`config.mk`:
```
export PLATFORM = sky130hd
export DESIGN_NAME = nest_irq_ctrl
export DESIGN_NICKNAME = d
export VERILOG_FILES = /design/src/rtl/nic_pkg.sv /design/src/rtl/nic_src_bank.sv /design/src/rtl/nic_arbiter.sv /design/src/rtl/nic_ctx_stack.sv /design/src/rtl/nest_irq_ctrl.sv
export SDC_FILE = /design/constraint.sdc
export NUM_CORES = 2
export LEC_CHECK = 0
export BUFFER_PORTS_ARGS = -buffer_cell sky130_fd_sc_hd__buf_2
export CELL_PAD_IN_SITES_DETAIL_PLACEMENT = 2
export CELL_PAD_IN_SITES_GLOBAL_PLACEMENT = 2
export CORE_MARGIN = 2
export CORE_UTILIZATION = 34
export CTS_CLUSTER_SIZE = 16
export DETAILED_ROUTE_END_ITERATION = 7
export GPL_ROUTABILITY_DRIVEN = 0
export PLACE_DENSITY_LB_ADDON = 0.15
export SYNTH_ARGS = -nofsm -noshare
export SYNTH_HDL_FRONTEND = slang
export SYNTH_SLANG_ARGS = --single-unit
```
`constraint.sdc`:
```
create_clock -name clk -period 50.3 [get_ports clk]
set_clock_uncertainty 0.1 [all_clocks]
set_input_delay 5.03 -clock clk [delete_from_list [all_inputs] [get_ports clk]]
set_output_delay 5.03 -clock clk [all_outputs]
set_load 0.1 [all_outputs]
```
`src/rtl/nic_pkg.sv`:
```
package nic_pkg;
  localparam int unsigned SLOT_W        = 5;
  localparam logic [7:0]  A_VEC_BASE    = 8'h20;
  localparam logic [7:0]  A_IVEC        = 8'h40;
  localparam logic [7:0]  A_EOI         = 8'h41;
  localparam logic [7:0]  A_ENSET       = 8'h42;
  localparam logic [7:0]  A_ENCLR       = 8'h43;
  localparam logic [7:0]  A_PCLR        = 8'h44;
  localparam logic [7:0]  A_SPUR        = 8'h45;
  localparam int unsigned MODE_EDGE_BIT = 4;

  typedef enum logic [1:0] {RG_MODE, RG_VEC, RG_CTRL, RG_NONE} region_e;
endpackage

```
`src/rtl/nic_src_bank.sv`:
```
module nic_src_bank #(
  parameter int unsigned NSRC   = 32,
  parameter int unsigned PRIO_W = 3,
  parameter int unsigned IDX_W  = $clog2(NSRC)
) (
  input  logic                          clk,
  input  logic                          rst,
  input  logic [NSRC-1:0]               src_in,
  input  logic                          mode_we,
  input  logic [IDX_W-1:0]              mode_idx,
  input  logic [PRIO_W-1:0]             mode_prio,
  input  logic                          mode_edge,
  input  logic [NSRC-1:0]               en_set,
  input  logic [NSRC-1:0]               en_clr,
  input  logic [NSRC-1:0]               pend_clr,
  output logic [NSRC-1:0]               pend,
  output logic [NSRC-1:0]               en,
  output logic [NSRC-1:0]               edge_mode,
  output logic [NSRC-1:0][PRIO_W-1:0]   prio
);
  logic [NSRC-1:0] src_q, src_d, edge_p;

  always_ff @(posedge clk) begin
    if (rst) begin
      src_q     <= '0;
      src_d     <= '0;
      edge_p    <= '0;
      en        <= '0;
      edge_mode <= '0;
      prio      <= '0;
    end else begin
      src_q  <= src_in;
      src_d  <= src_q;
      // a rising edge in the same cycle as a clear wins, so no edge is lost
      edge_p <= ((edge_p & ~pend_clr) | (src_q & ~src_d)) & edge_mode;
      en     <= (en | en_set) & ~en_clr;
      if (mode_we) begin
        prio[mode_idx]      <= mode_prio;
        edge_mode[mode_idx] <= mode_edge;
      end
    end
  end

  for (genvar g = 0; g < NSRC; g++) begin : g_pend
    if (g == 0) begin : g_rsvd
      assign pend[g] = 1'b0;
    end else begin : g_live
      assign pend[g] = edge_mode[g] ? edge_p[g] : src_q[g];
    end
  end
endmodule

```
`src/rtl/nic_arbiter.sv`:
```
module nic_arbiter #(
  parameter int unsigned NSRC   = 32,
  parameter int unsigned PRIO_W = 3,
  parameter int unsigned IDX_W  = $clog2(NSRC)
) (
  input  logic [NSRC-1:0]             req,
  input  logic [NSRC-1:0][PRIO_W-1:0] prio,
  input  logic                        cur_valid,
  input  logic [PRIO_W-1:0]           cur_lvl,
  output logic                        any,
  output logic [IDX_W-1:0]            win_idx,
  output logic [PRIO_W-1:0]           win_prio
);
  logic [NSRC-1:0] elig;

  for (genvar g = 0; g < NSRC; g++) begin : g_elig
    assign elig[g] = req[g] && (!cur_valid || (prio[g] > cur_lvl));
  end

  // ascending scan with strict compare: lowest number wins a tie
  always_comb begin
    any      = 1'b0;
    win_idx  = '0;
    win_prio = '0;
    for (int i = 0; i < NSRC; i++) begin
      if (elig[i] && (!any || (prio[i] > win_prio))) begin
        any      = 1'b1;
        win_idx  = IDX_W'(i);
        win_prio = prio[i];
      end
    end
  end
endmodule

```
`src/rtl/nic_ctx_stack.sv`:
```
module nic_ctx_stack #(
  parameter int unsigned DEPTH = 8,
  parameter int unsigned W     = 8,
  parameter int unsigned PTR_W = $clog2(DEPTH),
  parameter int unsigned CNT_W = $clog2(DEPTH + 1)
) (
  input  logic         clk,
  input  logic         rst,
  input  logic         push,
  input  logic         pop,
  input  logic [W-1:0] push_data,
  output logic [W-1:0] top_data,
  output logic         empty,
  output logic         full
);
  logic [W-1:0]     mem [DEPTH];
  logic [CNT_W-1:0] cnt;
  logic [CNT_W-1:0] top_ptr;

  assign top_ptr  = cnt - CNT_W'(1);
  assign top_data = mem[top_ptr[PTR_W-1:0]];
  assign empty    = (cnt == '0);
  assign full     = (cnt == CNT_W'(DEPTH));

  always_ff @(posedge clk) begin
    if (push) mem[cnt[PTR_W-1:0]] <= push_data;
  end

  always_ff @(posedge clk) begin
    if (rst)       cnt <= '0;
    else if (push) cnt <= cnt + CNT_W'(1);
    else if (pop)  cnt <= cnt - CNT_W'(1);
  end

  a_r11_no_push_full: assert property (@(posedge clk) disable iff (rst) push |-> !full);
  a_r7_no_pop_empty:  assert property (@(posedge clk) disable iff (rst) pop |-> !empty);
  a_r7_single_op:     assert property (@(posedge clk) disable iff (rst) !(push && pop));
endmodule

```
`src/rtl/nest_irq_ctrl.sv`:
```
module nest_irq_ctrl
  import nic_pkg::*;
#(
  parameter int unsigned NSRC      = 32,
  parameter int unsigned PRIO_W    = 3,
  parameter int unsigned DATA_W    = 32,
  parameter int unsigned DEPTH     = 8,
  parameter logic [31:0] SPUR_INIT = 32'h0
) (
  input  logic              clk,
  input  logic              rst,
  input  logic [NSRC-1:0]   src_in,
  input  logic              bus_wr,
  input  logic              bus_rd,
  input  logic [7:0]        bus_addr,
  input  logic [DATA_W-1:0] bus_wdata,
  output logic [DATA_W-1:0] bus_rdata,
  output logic              irq_n
);
  localparam int unsigned IDX_W = $clog2(NSRC);
  localparam int unsigned CTX_W = IDX_W + PRIO_W;

  // ---------------- address decode ----------------
  region_e          region;
  logic [IDX_W-1:0] slot;
  logic             slot_ok;

  assign slot    = bus_addr[IDX_W-1:0];
  assign slot_ok = ({27'd0, bus_addr[SLOT_W-1:0]} < NSRC);

  always_comb begin
    if (bus_addr[7:SLOT_W] == 3'd0 && slot_ok)      region = RG_MODE;
    else if (bus_addr[7:SLOT_W] == A_VEC_BASE[7:SLOT_W] && slot_ok) region = RG_VEC;
    else if (bus_addr[7:SLOT_W] == A_IVEC[7:SLOT_W]) region = RG_CTRL;
    else                                             region = RG_NONE;
  end

  // ---------------- source bank ----------------
  logic [NSRC-1:0]             pend, en, edge_mode, en_set, en_clr, pend_clr, take_clr;
  logic [NSRC-1:0][PRIO_W-1:0] prio;
  logic                        any, take, vec_rd, eoi;
  logic [IDX_W-1:0]            win_idx;
  logic [PRIO_W-1:0]           win_prio;

  assign vec_rd   = bus_rd && (bus_addr == A_IVEC);
  assign take     = vec_rd && any;
  assign en_set   = (bus_wr && bus_addr == A_ENSET) ? bus_wdata[NSRC-1:0] : '0;
  assign en_clr   = (bus_wr && bus_addr == A_ENCLR) ? bus_wdata[NSRC-1:0] : '0;
  assign take_clr = take ? (NSRC'(1) << win_idx) : '0;
  assign pend_clr = take_clr | ((bus_wr && bus_addr == A_PCLR) ? bus_wdata[NSRC-1:0] : '0);

  nic_src_bank #(.NSRC(NSRC), .PRIO_W(PRIO_W), .IDX_W(IDX_W)) i_bank (
    .clk       (clk),
    .rst       (rst),
    .src_in    (src_in),
    .mode_we   (bus_wr && region == RG_MODE),
    .mode_idx  (slot),
    .mode_prio (bus_wdata[PRIO_W-1:0]),
    .mode_edge (bus_wdata[MODE_EDGE_BIT]),
    .en_set    (en_set),
    .en_clr    (en_clr),
    .pend_clr  (pend_clr),
    .pend      (pend),
    .en        (en),
    .edge_mode (edge_mode),
    .prio      (prio)
  );

  // ---------------- context in service ----------------
  logic              cur_valid;
  logic [IDX_W-1:0]  cur_src;
  logic [PRIO_W-1:0] cur_lvl;
  logic [CTX_W-1:0]  stk_top;
  logic              stk_empty, stk_full;

  nic_arbiter #(.NSRC(NSRC), .PRIO_W(PRIO_W), .IDX_W(IDX_W)) i_arb (
    .req       (pend & en),
    .prio      (prio),
    .cur_valid (cur_valid),
    .cur_lvl   (cur_lvl),
    .any       (any),
    .win_idx   (win_idx),
    .win_prio  (win_prio)
  );

  assign eoi = bus_wr && (bus_addr == A_EOI) && cur_valid;

  nic_ctx_stack #(.DEPTH(DEPTH), .W(CTX_W)) i_stack (
    .clk       (clk),
    .rst       (rst),
    .push      (take && cur_valid),
    .pop       (eoi && !stk_empty),
    .push_data ({cur_src, cur_lvl}),
    .top_data  (stk_top),
    .empty     (stk_empty),
    .full      (stk_full)
  );

  always_ff @(posedge clk) begin
    if (rst) begin
      cur_valid <= 1'b0;
      cur_src   <= '0;
      cur_lvl   <= '0;
    end else if (take) begin
      cur_valid <= 1'b1;
      cur_src   <= win_idx;
      cur_lvl   <= win_prio;
    end else if (eoi) begin
      if (stk_empty) cur_valid <= 1'b0;
      else {cur_src, cur_lvl} <= stk_top;
    end
  end

  always_ff @(posedge clk) begin
    if (rst) irq_n <= 1'b1;
    else     irq_n <= !any;
  end

  // ---------------- handler address memory and read path ----------------
  logic [DATA_W-1:0] vmem [NSRC];
  logic [DATA_W-1:0] vec_q, reg_q, rd_word, spur_q;
  logic [IDX_W-1:0]  vaddr;
  logic              rsel_mem;

  assign vaddr = vec_rd ? win_idx : slot;

  always_ff @(posedge clk) begin
    if (bus_wr && region == RG_VEC) vmem[slot] <= bus_wdata;
    vec_q <= vmem[vaddr];
  end

  always_ff @(posedge clk) begin
    if (rst) spur_q <= DATA_W'(SPUR_INIT);
    else if (bus_wr && bus_addr == A_SPUR) spur_q <= bus_wdata;
  end

  always_comb begin
    rd_word = '0;
    if (region == RG_MODE) begin
      rd_word[PRIO_W-1:0]    = prio[slot];
      rd_word[MODE_EDGE_BIT] = edge_mode[slot];
    end else if (bus_addr == A_IVEC || bus_addr == A_SPUR) begin
      rd_word = spur_q;
    end else if (bus_addr == A_ENSET) begin
      rd_word[NSRC-1:0] = en;
    end else if (bus_addr == A_PCLR) begin
      rd_word[NSRC-1:0] = pend;
    end
  end

  always_ff @(posedge clk) begin
    if (rst) begin
      rsel_mem <= 1'b0;
      reg_q    <= '0;
    end else if (bus_rd) begin
      rsel_mem <= take || (region == RG_VEC);
      reg_q    <= rd_word;
    end
  end

  assign bus_rdata = rsel_mem ? vec_q : reg_q;

  // ---------------- assertions ----------------
  a_r2_req_needs_enabled: assert property (@(posedge clk) disable iff (rst)
    !irq_n |-> $past(|(pend & en)));
  a_r3_winner_pending: assert property (@(posedge clk) disable iff (rst)
    any |-> (pend[win_idx] && en[win_idx]));
  a_r6_nest_raises_level: assert property (@(posedge clk) disable iff (rst)
    (take && cur_valid) |=> (cur_lvl > $past(cur_lvl)));
  a_r8_spurious_keeps_ctx: assert property (@(posedge clk) disable iff (rst)
    (vec_rd && !any) |=> ($stable(cur_valid) && $stable(cur_src) && $stable(cur_lvl)));
  a_r10_src0_never_wins: assert property (@(posedge clk) disable iff (rst)
    any |-> (win_idx != '0));
endmodule

```
==> metrics <==
total routed wirelength 245,000 microns; cell chosen for the clock root sky130_fd_sc_hd__clkbuf_16; critical path class flip-flop to flip-flop; worst vdd ir 27.3 uV; clk sink count 1,407; DIE AREA 187,000 sq um; setup repair after global routing missed its margin yes; actual slew at the worst max-slew pin 1.12 ns; number of maximum-capacitance constraint violations 0; r2r worst-path depth 251; post-route clock period utilization 0.944; global-route wire length before repair 351,000 microns; final-layout worst hold slack 0.360 ns; worst setup slack after placement -1.07 ns; post-synth design cell area 62,500 sq um; count of different cell masters after synthesis 99; leftover overflow at the end of global routing 0; startpoint class of the critical path flip-flop; maximum number of pins on one net before global-route repair 117; Crit path arrival time 48.07 ns; hold-critical path endpoint spur_q[25]$_SDFFE_PP0P_; Horiz. Die Dim 433 microns; count of final max-slew check failures 0; number of violations reported at the end of detailed-routing iteration 0 3,245; CTS clock-pin slew for the worst setup and hold paths 0.06 ns; most used flip-flop cell after synthesis sky130_fd_sc_hd__edfxtp_1; reg-to-reg endpoint vec_q[12]$_DFF_P_; delay of the slowest cell on the worst path 0.54 ns; placement row count 157; vertical extent of the die 433 microns; maximum operating frequency 0.0211 GHz; hold path cells 2; Area Overhead vs Synth 16.3%; relative max-transition margin 0.254; Clock Latency Late Sink 0.82 ns; via density per instance 5.68; minimum setup slack in the final design 2.82 ns; mean instance size in the synthesized netlist 11.5 sq um; Most common cell on crit path sky130_fd_sc_hd__a21oi_1; Post-synth EDFFs 1,048; top-level port count 109; synthesized instance count 5,447; power per cell area 34.5 nW/um^2; WL per Instance 29.8 microns; # port buffers 107; crit path launch cur_lvl[2]$_SDFFE_PP0P_; Slowest cell on crit path sky130_fd_sc_hd__or4_4; number of global-route vias before repair 49,800; final hold vios 0; antenna viol nets, final 0; total clock buffers created by CTS 153; number of setup violations in the final report 0; area of the core 183,000 sq um; Yosys warning total 0; worst hold start spur_q[25]$_SDFFE_PP0P_; Max clock buf depth 3; share of post-route cells with drive strength above 1 0.166; # nets final 5,851; Total Routing Usage GR 0.257; total cell area at the placement stage 66,800 sq um; count of vias placed by the detailed router 46,700; initial antenna violation count 18; endpoint type of the worst setup path flip-flop; final non-filler cell area 72,600 sq um; total nets after synthesis 5,686; maximum net fanout on the critical path 14; H-tree levels 4; ys async rst share 0; number of detailed-route iterations in the first pass 8; required time of the critical path 50.89 ns; static leakage 24.6 nW; type of the worst min-delay path flip-flop to flip-flop; initial standard-cell utilization of the core 0.342; reg-to-reg startpoint cur_lvl[2]$_SDFFE_PP0P_; synthesis-stage register bit count 1,407; clock tree from TritonCTS yes; worst-case register-to-register setup slack 2.82 ns; DPL Wire Length 155,000 microns; most common cell after layout, fill and taps aside sky130_fd_sc_hd__nand2_1; setup total negative slack 0 ns; result of the run finished clean; shortest clock period the worst path allows after layout 47.48 ns; number of hold buffers added after CTS 0; drc violations 0; sequential cell area fraction in the yosys report 0.619; top library cells by usage in the layout, fill and taps aside 1,066 x sky130_fd_sc_hd__nand2_1, 1,048 x sky130_fd_sc_hd__edfxtp_1, 465 x sky130_fd_sc_hd__a21oi_1, 462 x sky130_fd_sc_hd__nand3_1, 354 x sky130_fd_sc_hd__dfxtp_1
## state kept, by name, summed over array words and instances, names as in the netlist
| register | cells |
|---|---|
| cur_lvl | 3 |
| cur_valid | 1 |
| i_bank.edge_mode | 32 |
| i_bank.edge_p | 31 |
| i_bank.en | 32 |
| i_bank.prio | 96 |
| i_bank.src_d | 31 |
| i_bank.src_q | 31 |
| i_stack.cnt | 4 |
| i_stack.mem | 24 |
| irq_n | 1 |
| reg_q | 32 |
| rsel_mem | 1 |
| spur_q | 32 |
| vec_q | 32 |
| vmem | 1024 |
## kinds of logic after synthesis
logic type | after synthesis | synth area share
AO/OA/AOI/OAI | 1126 | 0.119
flip-flops | 1407 | 0.619
AND/OR/NAND/NOR | 2035 | 0.147
XOR/XNOR | 5 | 0.000701
adder cells (fa/ha/maj) | 163 | 0.0327
multiplexers | 241 | 0.0500
buffers and inverters | 470 | 0.0321
## layer usage
layer	track usage	vias to the layer above	share of wire
met4	0.0995	8	0.040
met2	0.443	1024	0.49
met5	0	-	0.00019
li1	-	20500	-
met1	0.332	24700	0.43
met3	0.0279	360	0.037
## worst max-delay path by stage
| stage | to | slack, ns | cells past startpoint |
|---|---|---|---|
| detailed placement | vec_q[11]$_DFF_P_ | -1.07 | 259 |
| global route | vec_q[31]$_DFF_P_ | -0.34 | 257 |
| floorplan | vec_q[0]$_DFF_P_ | 5.71 | 244 |
| finish | vec_q[12]$_DFF_P_ | 2.82 | 251 |
| CTS | vec_q[31]$_DFF_P_ | 0.06 | 260 |
| global placement | vec_q[11]$_DFF_P_ | -0.25 | 256 |
## worst max-delay path: cells and delay by family (launching register included)
family	cells	cell delay, ns
compound gates	136	22.90
fa+ha+maj	31	8.68
buf+inv	25	3.51
flops	1	0.43
mux	10	3.23
simple gates	49	8.38
## metrics by stage
stage           util  cells  total power (W)
6_report       0.397   8214          0.00251
5_1_grt        0.397   8209          0.00258
4_1_cts        0.391   8167          0.00253
3_5_place_dp   0.365   7880          0.00144
3_3_place_gp   0.365   7880          0.00144
2_1_floorplan      -   5447          0.00137
## final cells by class
cell class,count,area [sq um]
timing repair buffer,340,2780
fill,18800,110000
inverter,139,529
tap,2464,3080
clock buffer,237,4400
multi-input combinational,3571,22800
antenna,11,27.5
clock inverter,45,317
sequential,1407,38700
## what timing repair did
| item | CTS | global route |
|---|---|---|
| gates cloned | 0 | 4 |
| gates resized for setup | 18 | 158 |
| endpoints found under the setup margin | 60 | 66 |
| hold endpoints to repair | 0 | 0 |
| setup buffers | 5 | 32 |
| pin swaps | 2 | 38 |
## report_power, final
group          switching (W)  internal, W
logic               0.000120    0.0000430
registers         0.00000658      0.00125
clock network       0.000474     0.000612
## synth_stat cells (all sizes together) (6+ instances only)
cell,count,area share
nand2,1075,0.065
edfxtp,1048,0.50
a21oi,491,0.040
nand3,464,0.037
dfxtp,359,0.12
clkbuf,197,0.012
nor2,173,0.011
ha,163,0.033
inv,138,0.0083
buf,134,0.012
mux2,133,0.024
o21ai,106,0.0086
a211oi,104,0.015
nor2b,93,0.0093
o211ai,80,0.0097
o22ai,69,0.0071
mux2i,65,0.010
mux4,43,0.016
a32o,37,0.0059
nor3,36,0.0032
a222oi,33,0.0053
or4,33,0.0040
o21a,30,0.0036
a31oi,23,0.0025
a32oi,23,0.0032
and2,23,0.0023
and3,21,0.0021
nor3b,21,0.0025
nand4,20,0.0021
nand2b,17,0.0017
or3,17,0.0018
a21o,13,0.0016
a311oi,11,0.0017
o31ai,11,0.0013
a22o,10,0.0014
and3b,9,0.0013
or2,9,0.00090
o2111ai,8,0.0011
nor4,7,0.00080
o21bai,7,0.00090
nand3b,6,0.00072
Power figures use the tool's default switching activity.
